$ cat config.mk
export PLATFORM = sky130hd
export DESIGN_NAME = pkt_size_tagger
export DESIGN_NICKNAME = d
export VERILOG_FILES = /design/src/rtl/pkt_size_pkg.sv /design/src/rtl/pkt_size_src.sv /design/src/rtl/pkt_beat_tracker.sv /design/src/rtl/pkt_size_tagger.sv
export SDC_FILE = /design/constraint.sdc
export NUM_CORES = 1
export LEC_CHECK = 0
export ABC_AREA = 0
export BUFFER_PORTS_ARGS = -buffer_cell sky130_fd_sc_hd__buf_2
export CAP_MARGIN = 20
export CORE_MARGIN = 2
export CORE_UTILIZATION = 33
export DETAILED_ROUTE_END_ITERATION = 6
export GPL_ROUTABILITY_DRIVEN = 0
export PLACE_DENSITY = 0.87
export SLEW_MARGIN = 20
export SYNTH_ARGS = -nofsm -noshare
export SYNTH_HDL_FRONTEND = slang
export SYNTH_SLANG_ARGS = --single-unit
$ cat constraint.sdc
create_clock -name clk_i -period 1.6 [get_ports clk_i]
set_input_delay 0.16 -clock clk_i [delete_from_list [all_inputs] [get_ports clk_i]]
set_output_delay 0.16 -clock clk_i [all_outputs]
set_load 0.1 [all_outputs]
$ cat src/rtl/pkt_size_pkg.sv
package pkt_size_pkg;
  typedef enum logic {
    ST_HDR  = 1'b0,
    ST_BODY = 1'b1
  } tag_state_e;
endpackage

$ cat src/rtl/pkt_size_src.sv
module pkt_size_src #(
  parameter int unsigned USER_W       = 8,
  parameter int unsigned SIZE_W       = 7,
  parameter bit          DYNAMIC      = 1'b1,
  parameter int unsigned STATIC_WORDS = 8
) (
  input  logic [USER_W-1:0] user_i,
  output logic [SIZE_W-1:0] size_o
);
  logic unused_user;

  if (DYNAMIC) begin : g_dyn
    assign size_o      = user_i[SIZE_W-1:0];
    assign unused_user = ^user_i[USER_W-1:SIZE_W];
  end else begin : g_static
    assign size_o      = SIZE_W'(STATIC_WORDS);
    assign unused_user = ^user_i;
  end
endmodule

$ cat src/rtl/pkt_beat_tracker.sv
module pkt_beat_tracker #(
  parameter int unsigned SIZE_W    = 7,
  parameter int unsigned MAX_WORDS = 126
) (
  input  logic              clk_i,
  input  logic              rst_ni,
  input  logic              start_i,
  input  logic [SIZE_W-1:0] size_i,
  input  logic              beat_i,
  input  logic              last_i,
  output logic              err_o
);
  logic [SIZE_W-1:0] exp_q, cnt_q;
  logic [SIZE_W:0]   words_p1, cnt_p1;
  logic              size_bad, at_end, err_q;

  // ceil(n/2) beats
  assign words_p1 = {1'b0, size_i} + 1'b1;
  assign cnt_p1   = {1'b0, cnt_q} + 1'b1;
  assign size_bad = (size_i == '0) || (32'(size_i) > MAX_WORDS);
  assign at_end   = (cnt_p1 == {1'b0, exp_q});

  always_ff @(posedge clk_i or negedge rst_ni) begin
    if (!rst_ni) begin
      exp_q <= '0;
      cnt_q <= '0;
      err_q <= 1'b0;
    end else begin
      if (start_i) begin
        exp_q <= words_p1[SIZE_W:1];
        cnt_q <= '0;
        if (size_bad) err_q <= 1'b1;
      end else if (beat_i) begin
        if (!(&cnt_q)) cnt_q <= cnt_q + 1'b1;
        if (last_i != at_end) err_q <= 1'b1;
      end
    end
  end

  assign err_o = err_q;

  a_r10_err_sticky: assert property (@(posedge clk_i) disable iff (!rst_ni)
    err_o |=> err_o);
  a_r9_bad_size: assert property (@(posedge clk_i) disable iff (!rst_ni)
    (start_i && size_bad) |=> err_o);
  a_r8_len_mismatch: assert property (@(posedge clk_i) disable iff (!rst_ni)
    (beat_i && !start_i && (last_i != at_end)) |=> err_o);
endmodule

$ cat src/rtl/pkt_size_tagger.sv
module pkt_size_tagger
  import pkt_size_pkg::*;
#(
  parameter int unsigned DATA_W       = 64,
  parameter int unsigned USER_W       = 8,
  parameter int unsigned SIZE_W       = 7,
  parameter int unsigned MAX_WORDS    = 126,
  parameter bit          DYNAMIC      = 1'b1,
  parameter int unsigned STATIC_WORDS = 8
) (
  input  logic              clk_i,
  input  logic              rst_ni,
  input  logic              in_valid_i,
  output logic              in_ready_o,
  input  logic [DATA_W-1:0] in_data_i,
  input  logic              in_last_i,
  input  logic [USER_W-1:0] in_user_i,
  output logic              out_valid_o,
  input  logic              out_ready_i,
  output logic [DATA_W-1:0] out_data_o,
  output logic              out_last_o,
  output logic              err_o
);
  localparam int unsigned PAD_W = DATA_W - SIZE_W;

  tag_state_e        state_q;
  logic              in_hdr, hdr_fire, body_fire;
  logic [SIZE_W-1:0] size_w;

  pkt_size_src #(
    .USER_W(USER_W), .SIZE_W(SIZE_W),
    .DYNAMIC(DYNAMIC), .STATIC_WORDS(STATIC_WORDS)
  ) u_src (
    .user_i(in_user_i),
    .size_o(size_w)
  );

  assign in_hdr    = (state_q == ST_HDR);
  assign hdr_fire  = in_hdr && in_valid_i && out_ready_i;
  assign body_fire = !in_hdr && in_valid_i && out_ready_i;

  assign out_valid_o = in_valid_i;
  assign out_data_o  = in_hdr ? {{PAD_W{1'b0}}, size_w} : in_data_i;
  assign out_last_o  = !in_hdr && in_last_i;
  assign in_ready_o  = !in_hdr && out_ready_i;

  always_ff @(posedge clk_i or negedge rst_ni) begin
    if (!rst_ni)                      state_q <= ST_HDR;
    else if (hdr_fire)                state_q <= ST_BODY;
    else if (body_fire && in_last_i)  state_q <= ST_HDR;
  end

  pkt_beat_tracker #(
    .SIZE_W(SIZE_W), .MAX_WORDS(MAX_WORDS)
  ) u_trk (
    .clk_i  (clk_i),
    .rst_ni (rst_ni),
    .start_i(hdr_fire),
    .size_i (size_w),
    .beat_i (body_fire),
    .last_i (in_last_i),
    .err_o  (err_o)
  );

  a_r11_new_hdr: assert property (@(posedge clk_i) disable iff (!rst_ni)
    (body_fire && in_last_i) |=> !in_ready_o);
  a_r6_body_ready: assert property (@(posedge clk_i) disable iff (!rst_ni)
    (hdr_fire ##1 out_ready_i) |-> in_ready_o);
  a_r1_hdr_no_last: assert property (@(posedge clk_i) disable iff (!rst_ni)
    (out_valid_o && !in_ready_o && out_ready_i) |-> !out_last_o);
endmodule

Word-level counts from Yosys, hierarchy flattened
Index checks and enable logic that the tools add are counted.

storage, ports and cells
  flip-flop bits (word level) = 16

cells by class
  magnitude comparators = 1
  bitwise gates (word level) = 1
  reductions and logical operators = 15
  add/sub/neg operators = 3
  multiplexer cells = 10
  equal/unequal tests = 4

operators with widths
  operator               count
  $mux W64               1
  $mux W7                3
  $add A7 B1 Y8 const B  2
  $eq A8 B7 Y1           1
  $add A7 B1 Y7 const B  1
  $gt A7 B7 Y1 const B   1
  $logic_and A1 B1 Y1    7
  $logic_not A7 Y1       1
  $reduce_and A7 Y1      1
  $mux W1                6
  $reduce_bool A2 Y1     3
  $reduce_and A3 Y1      1
  $ne A2 B1 Y1 const B   1
  $ne A2 B2 Y1 const B   1
  $reduce_and A2 Y1      1
  $logic_or A1 B1 Y1     1
  $ne A1 B1 Y1           1
  $not A1 Y1             1

Depth between registers and ports, before layout
  depth in word-level cells = 6
  gate-level depth with buffers = 7
  gate-level depth less buffers = 7

Hierarchy
A second synthesis with hierarchy kept.

unflattened totals
  cell total of the unflattened synthesis = 197
  area, all modules = 1601.5 um^2

by module, submodules not included
  module            cells an instance  times used  area each (um^2)
  pkt_beat_tracker  110                1           993.5
  pkt_size_tagger   80                 1           555.5
  pkt_size_src      7                  1           52.6

Least setup slack after synthesis
No wires, ideal clock.

  kind = reg2out
  start = register state_q
  end = output port out_data_o[0]
  data arrival time = 2.817 ns
  path buffers = 2
  stages on the path, launching flop included = 4
  path slack = -1.377 ns
  cells stage by stage = dfrtp_1 > clkbuf_1 > clkbuf_1 > o21ai_0

on the way
  longest elaborated chain between the ends = 1

RTL lines
  item                    line                   source
  start, declared         pkt_size_tagger.sv:26  tag_state_e state_q;
  start signal, assigned  pkt_size_tagger.sv:48  if (!rst_ni) state_q <= ST_HDR;
  start signal, assigned  pkt_size_tagger.sv:49  else if (hdr_fire) state_q <= ST_BODY;
  start signal, assigned  pkt_size_tagger.sv:50  else if (body_fire && in_last_i) state_q <= ST_HDR;
  $mux W64                pkt_size_tagger.sv:43  assign out_data_o = in_hdr ? {{PAD_W{1'b0}}, size_w} : in_data_i;
  end, declared           pkt_size_tagger.sv:20  output logic [DATA_W-1:0] out_data_o,

No other way between the ends.

Worst setup path in the final report
  start = register u_trk.cnt_q[1]
  end = register u_trk.err_q (netlist: u_trk.err_o)

on the way
  longest elaborated chain between the ends = 5

RTL lines
  item                          line                    source
  start, declared               pkt_beat_tracker.sv:13  logic [SIZE_W-1:0] exp_q, cnt_q;
  start signal, assigned        pkt_beat_tracker.sv:34  if (!(&cnt_q)) cnt_q <= cnt_q + 1'b1;
  $add A7 B1 Y8                 pkt_beat_tracker.sv:19  assign cnt_p1 = {1'b0, cnt_q} + 1'b1;
  $eq A8 B7 Y1                  pkt_beat_tracker.sv:21  assign at_end = (cnt_p1 == {1'b0, exp_q});
  $ne A1 B1 Y1                  pkt_beat_tracker.sv:35  if (last_i != at_end) err_q <= 1'b1;
  $reduce_bool A2 Y1 (no line)  n/a
  $reduce_and A3 Y1 (no line)   n/a
  end signal, assigned          pkt_beat_tracker.sv:27  err_q <= 1'b0;
  end signal, assigned          pkt_beat_tracker.sv:32  if (size_bad) err_q <= 1'b1;
  end signal, assigned          pkt_beat_tracker.sv:35
  end, declared                 pkt_beat_tracker.sv:15  logic size_bad, at_end, err_q;

No other way between the ends.
A chain may end at the register's enable or synchronous reset.

==> flow_summary_export.csv <==
group,metric,value,unit
status,outcome,"complete, but fails checks",
die,dieArea,5049,sq um
yosys,async_reset_ff_frac,1.000,
placement,dpl.hpwl,5.343,mm
route,drt_iter0_markers,114,
setup_path,cpMaxStageDelayCell,"dfrtp_1",
timing,finalCritPeriodShare,1.054,
route,wl_per_cell,16.70,microns
timing,min_period,1.687,ns
timing,max_freq,592.9,MHz
setup_path,cp_max_fo,6,
route,vias_per_cell,5.046,
yosys,synth_seq_area_share,0.2698,
cts,numCtsBuffers,3,
grt,grt_pass1_wl,10.09,mm
timing,rsz0062_at_grt,"yes",
setup_path,crit_path_max_incr_delay,0.44,ns
grt,antenna_found_initial,0,
setup_path,worst_ep_arrival_time,1.87,ns
setup_path,crit_required,1.78,ns
cts,cts.path.max_buffers,2,
route,drt-pass1-iter-count,4,
die,rows,24,
yosys,yosys_warnings,0,
die,core_area,4354,sq um
finish,final_common_cell,"buf_2",
placement,pre_cts_ws,-0.01425,ns
timing,finalWorstSetupSlack,-0.08654,ns
finish,drive_above_1_share,0.7135,
yosys,syn_area_per_cell,7.769,sq um
route,ant_nets,0,
finish,most-common-layout-cells,"buf_2 (78), buf_12 (66), and2_2 (59)",
route,routed_wl,6.578,mm
grt,grt-ovfl-total,0,
die,start_util,0.3408,
route,drc,0,
cts,cts_root_buf,"clkbuf_8",
timing,setup_viol,1,
finish,fin_nets,424,
timing,fin_skew,0.004066,ns
power_and_ir_drop,leakagePower,1.646,nW
hold_path,hold_class,"input port to flop",
grt,grt.total_usage,0.2531,
die,die_h,71.06,microns
power_and_ir_drop,pwr-share-clk,0.094,
cts,cts_tree,"done",
setup_path,critPathCaptureType,"flop",
setup_path,cp_top_family,"compound AO/OA/AOI/OAI gates",
placement,place.port_buffers,143,
power_and_ir_drop,p_comb_frac,0.763,
timing,hold_slack,0.2328,ns
power_and_ir_drop,seqPwrFrac,0.142,
power_and_ir_drop,p_total,3.847,mW
cts,cts.clk_slew.worst_paths,0.07,ns
power_and_ir_drop,p_sw,2.085,mW
yosys,synth_enable_flop_cells,0,
yosys,synthCells,191,
power_and_ir_drop,ir_worst_vdd,617.8,uV
setup_path,cp_num_buf_inv,0,
yosys,syn_nets,272,
setup_path,worst_setup_path_start_kind,"flop",
yosys,ys.flop_type,"dfrtp_1",
finish,area_growth,138.3,%
timing,slew-limit-headroom,0.6769,
power_and_ir_drop,power_density,1088,nW/um^2
timing,worst_pin_slew,0.4880,ns
timing,final_max_slew_viol_count,0,
route,num_vias,1988,
setup_path,cp_cell_sequence,"ha_4, xnor2_1, nor2_1, a211oi_2, o2111ai_2, xor2_1, o21ai_1",
status,violations,"negative setup slack",
power_and_ir_drop,internal-power,1.761,mW
cts,cts_sinks,16,
yosys,synth_seq_cells,16,
timing,hold_viol,0,
power_and_ir_drop,sw_frac_of_total,0.5421,
cts,clk_latency,0.25,ns
yosys,synth_cell_types,35,
die,io-pin-count,145,
grt,grt_pass1_vias,2163,
cts,h-tree-depth,1,
grt,grt_max_degree,36,
die,die_w,71.06,microns
setup_path,criticalPathCategory,"flop to flop",
yosys,synth_area,1484,sq um
finish,n_antenna_cell,0,
run,drv_cap,0,
## per-stage QoR
step	util	instance area (sq um)	TNS, ns	cells
finish	0.8121	3536	-0.08654	394
global placement	0.7721	3362	0	384
detailed placement	0.7721	3362	-0.01425	384
CTS	0.7914	3446	0	389
floorplan	-	1568	-0.2906	191
global route	0.8121	3536	-0.1921	394
## sequential cells by signal (all words and copies together), names as in the netlist
signal and cells:
state_q 1, u_trk.err_o 1, u_trk.exp_q 7, u_trk.cnt_q 7
## area by class of cell
class	count	area [sq um]
repair buffers	158	1827
multi-input cells	160	1171
fillers	236	818.3
flip-flops and latches	16	402.9
well taps	52	65.06
clock buffers	4	55.05
inverters	4	15.01
## final timing paths
path,from,endpoint,slack (ns),depth (start not counted)
max in group asynchronous,rst_ni,state_q$_DFFE_PN0P_,0.94,2
worst max register to register,u_trk.cnt_q[1]$_DFFE_PN0P_,u_trk.err_o$_DFFE_PN0P_,-0.09,7
worst max-delay path,u_trk.cnt_q[1]$_DFFE_PN0P_,u_trk.err_o$_DFFE_PN0P_,-0.09,7
worst min-delay path,in_valid_i,u_trk.cnt_q[6]$_DFFE_PN0P_,0.23,3
min in group asynchronous,rst_ni,u_trk.cnt_q[2]$_DFFE_PN0P_,0.37,2
worst min register to register,u_trk.err_o$_DFFE_PN0P_,u_trk.err_o$_DFFE_PN0P_,0.53,2
## power by group through the flow
stage | Combinational [mW] | Clock [mW] | Sequential [mW]
after floorplan | 1.78 | 0 | 0.545
after global placement | 2.79 | 0 | 0.529
after detailed placement | 2.85 | 0 | 0.533
after CTS | 2.88 | 0.359 | 0.534
after global routing | 3.04 | 0.402 | 0.553
final | 2.94 | 0.363 | 0.548
## worst reg2reg max path, delay by kind of cell (launching register included)
kind | cells | cell delay (ns)
compound gates | 3 | 0.50
flops | 1 | 0.44
xor+xnor | 2 | 0.39
fa+ha+maj | 1 | 0.21
simple gates | 1 | 0.10
## metal layers
| metal | vias up | GRT usage | share of wire |
|---|---|---|---|
| met1 | 919 | 0.2409 | 0.33 |
| met3 | 22 | 0.06268 | 0.070 |
| met4 | 0 | 0.08805 | 0.031 |
| met2 | 115 | 0.5140 | 0.57 |
| met5 | - | 0 | 0 |
| li1 | 932 | - | - |
## logic make-up (layout without fill, tap and decap cells)
kind of cell	count (synthesis)	count (layout)	synth area share
adders and majority gates	4	4	0.03373
xor gates and xnor gates	15	15	0.09360
muxes	6	6	0.04469
buffers and inverters	15	166	0.04047
AOI/OAI and AO/OA	29	29	0.1223
DFF	16	16	0.2698
and+or+nand+nor	106	106	0.3955
## cell usage after synthesis (2+ instances only)
cell | number | share of area
o21ai_1 | 9 | 0.030
dfrtp_1 | 16 | 0.27
inv_1 | 4 | 0.010
mux2_2 | 5 | 0.038
nand2_1 | 21 | 0.053
xnor2_1 | 7 | 0.041
nor2_1 | 9 | 0.023
nand3_1 | 7 | 0.024
o31ai_1 | 4 | 0.020
a21oi_1 | 2 | 0.0067
ha_1 | 4 | 0.034
clkbuf_1 | 10 | 0.025
xor2_1 | 7 | 0.041
o21ai_0 | 6 | 0.020
nor3b_1 | 2 | 0.010
and2_1 | 59 | 0.25
## timing repair
action                     4_1_cts  5_1_grt
gates cloned                     0        1
setup endpoints to repair        6       54
hold buffers                     1        0
gates resized for setup          3       13
pin swaps                        0        8
hold endpoints to repair        16        0
setup buffers                    0        4
Power figures use the tool's default switching activity.
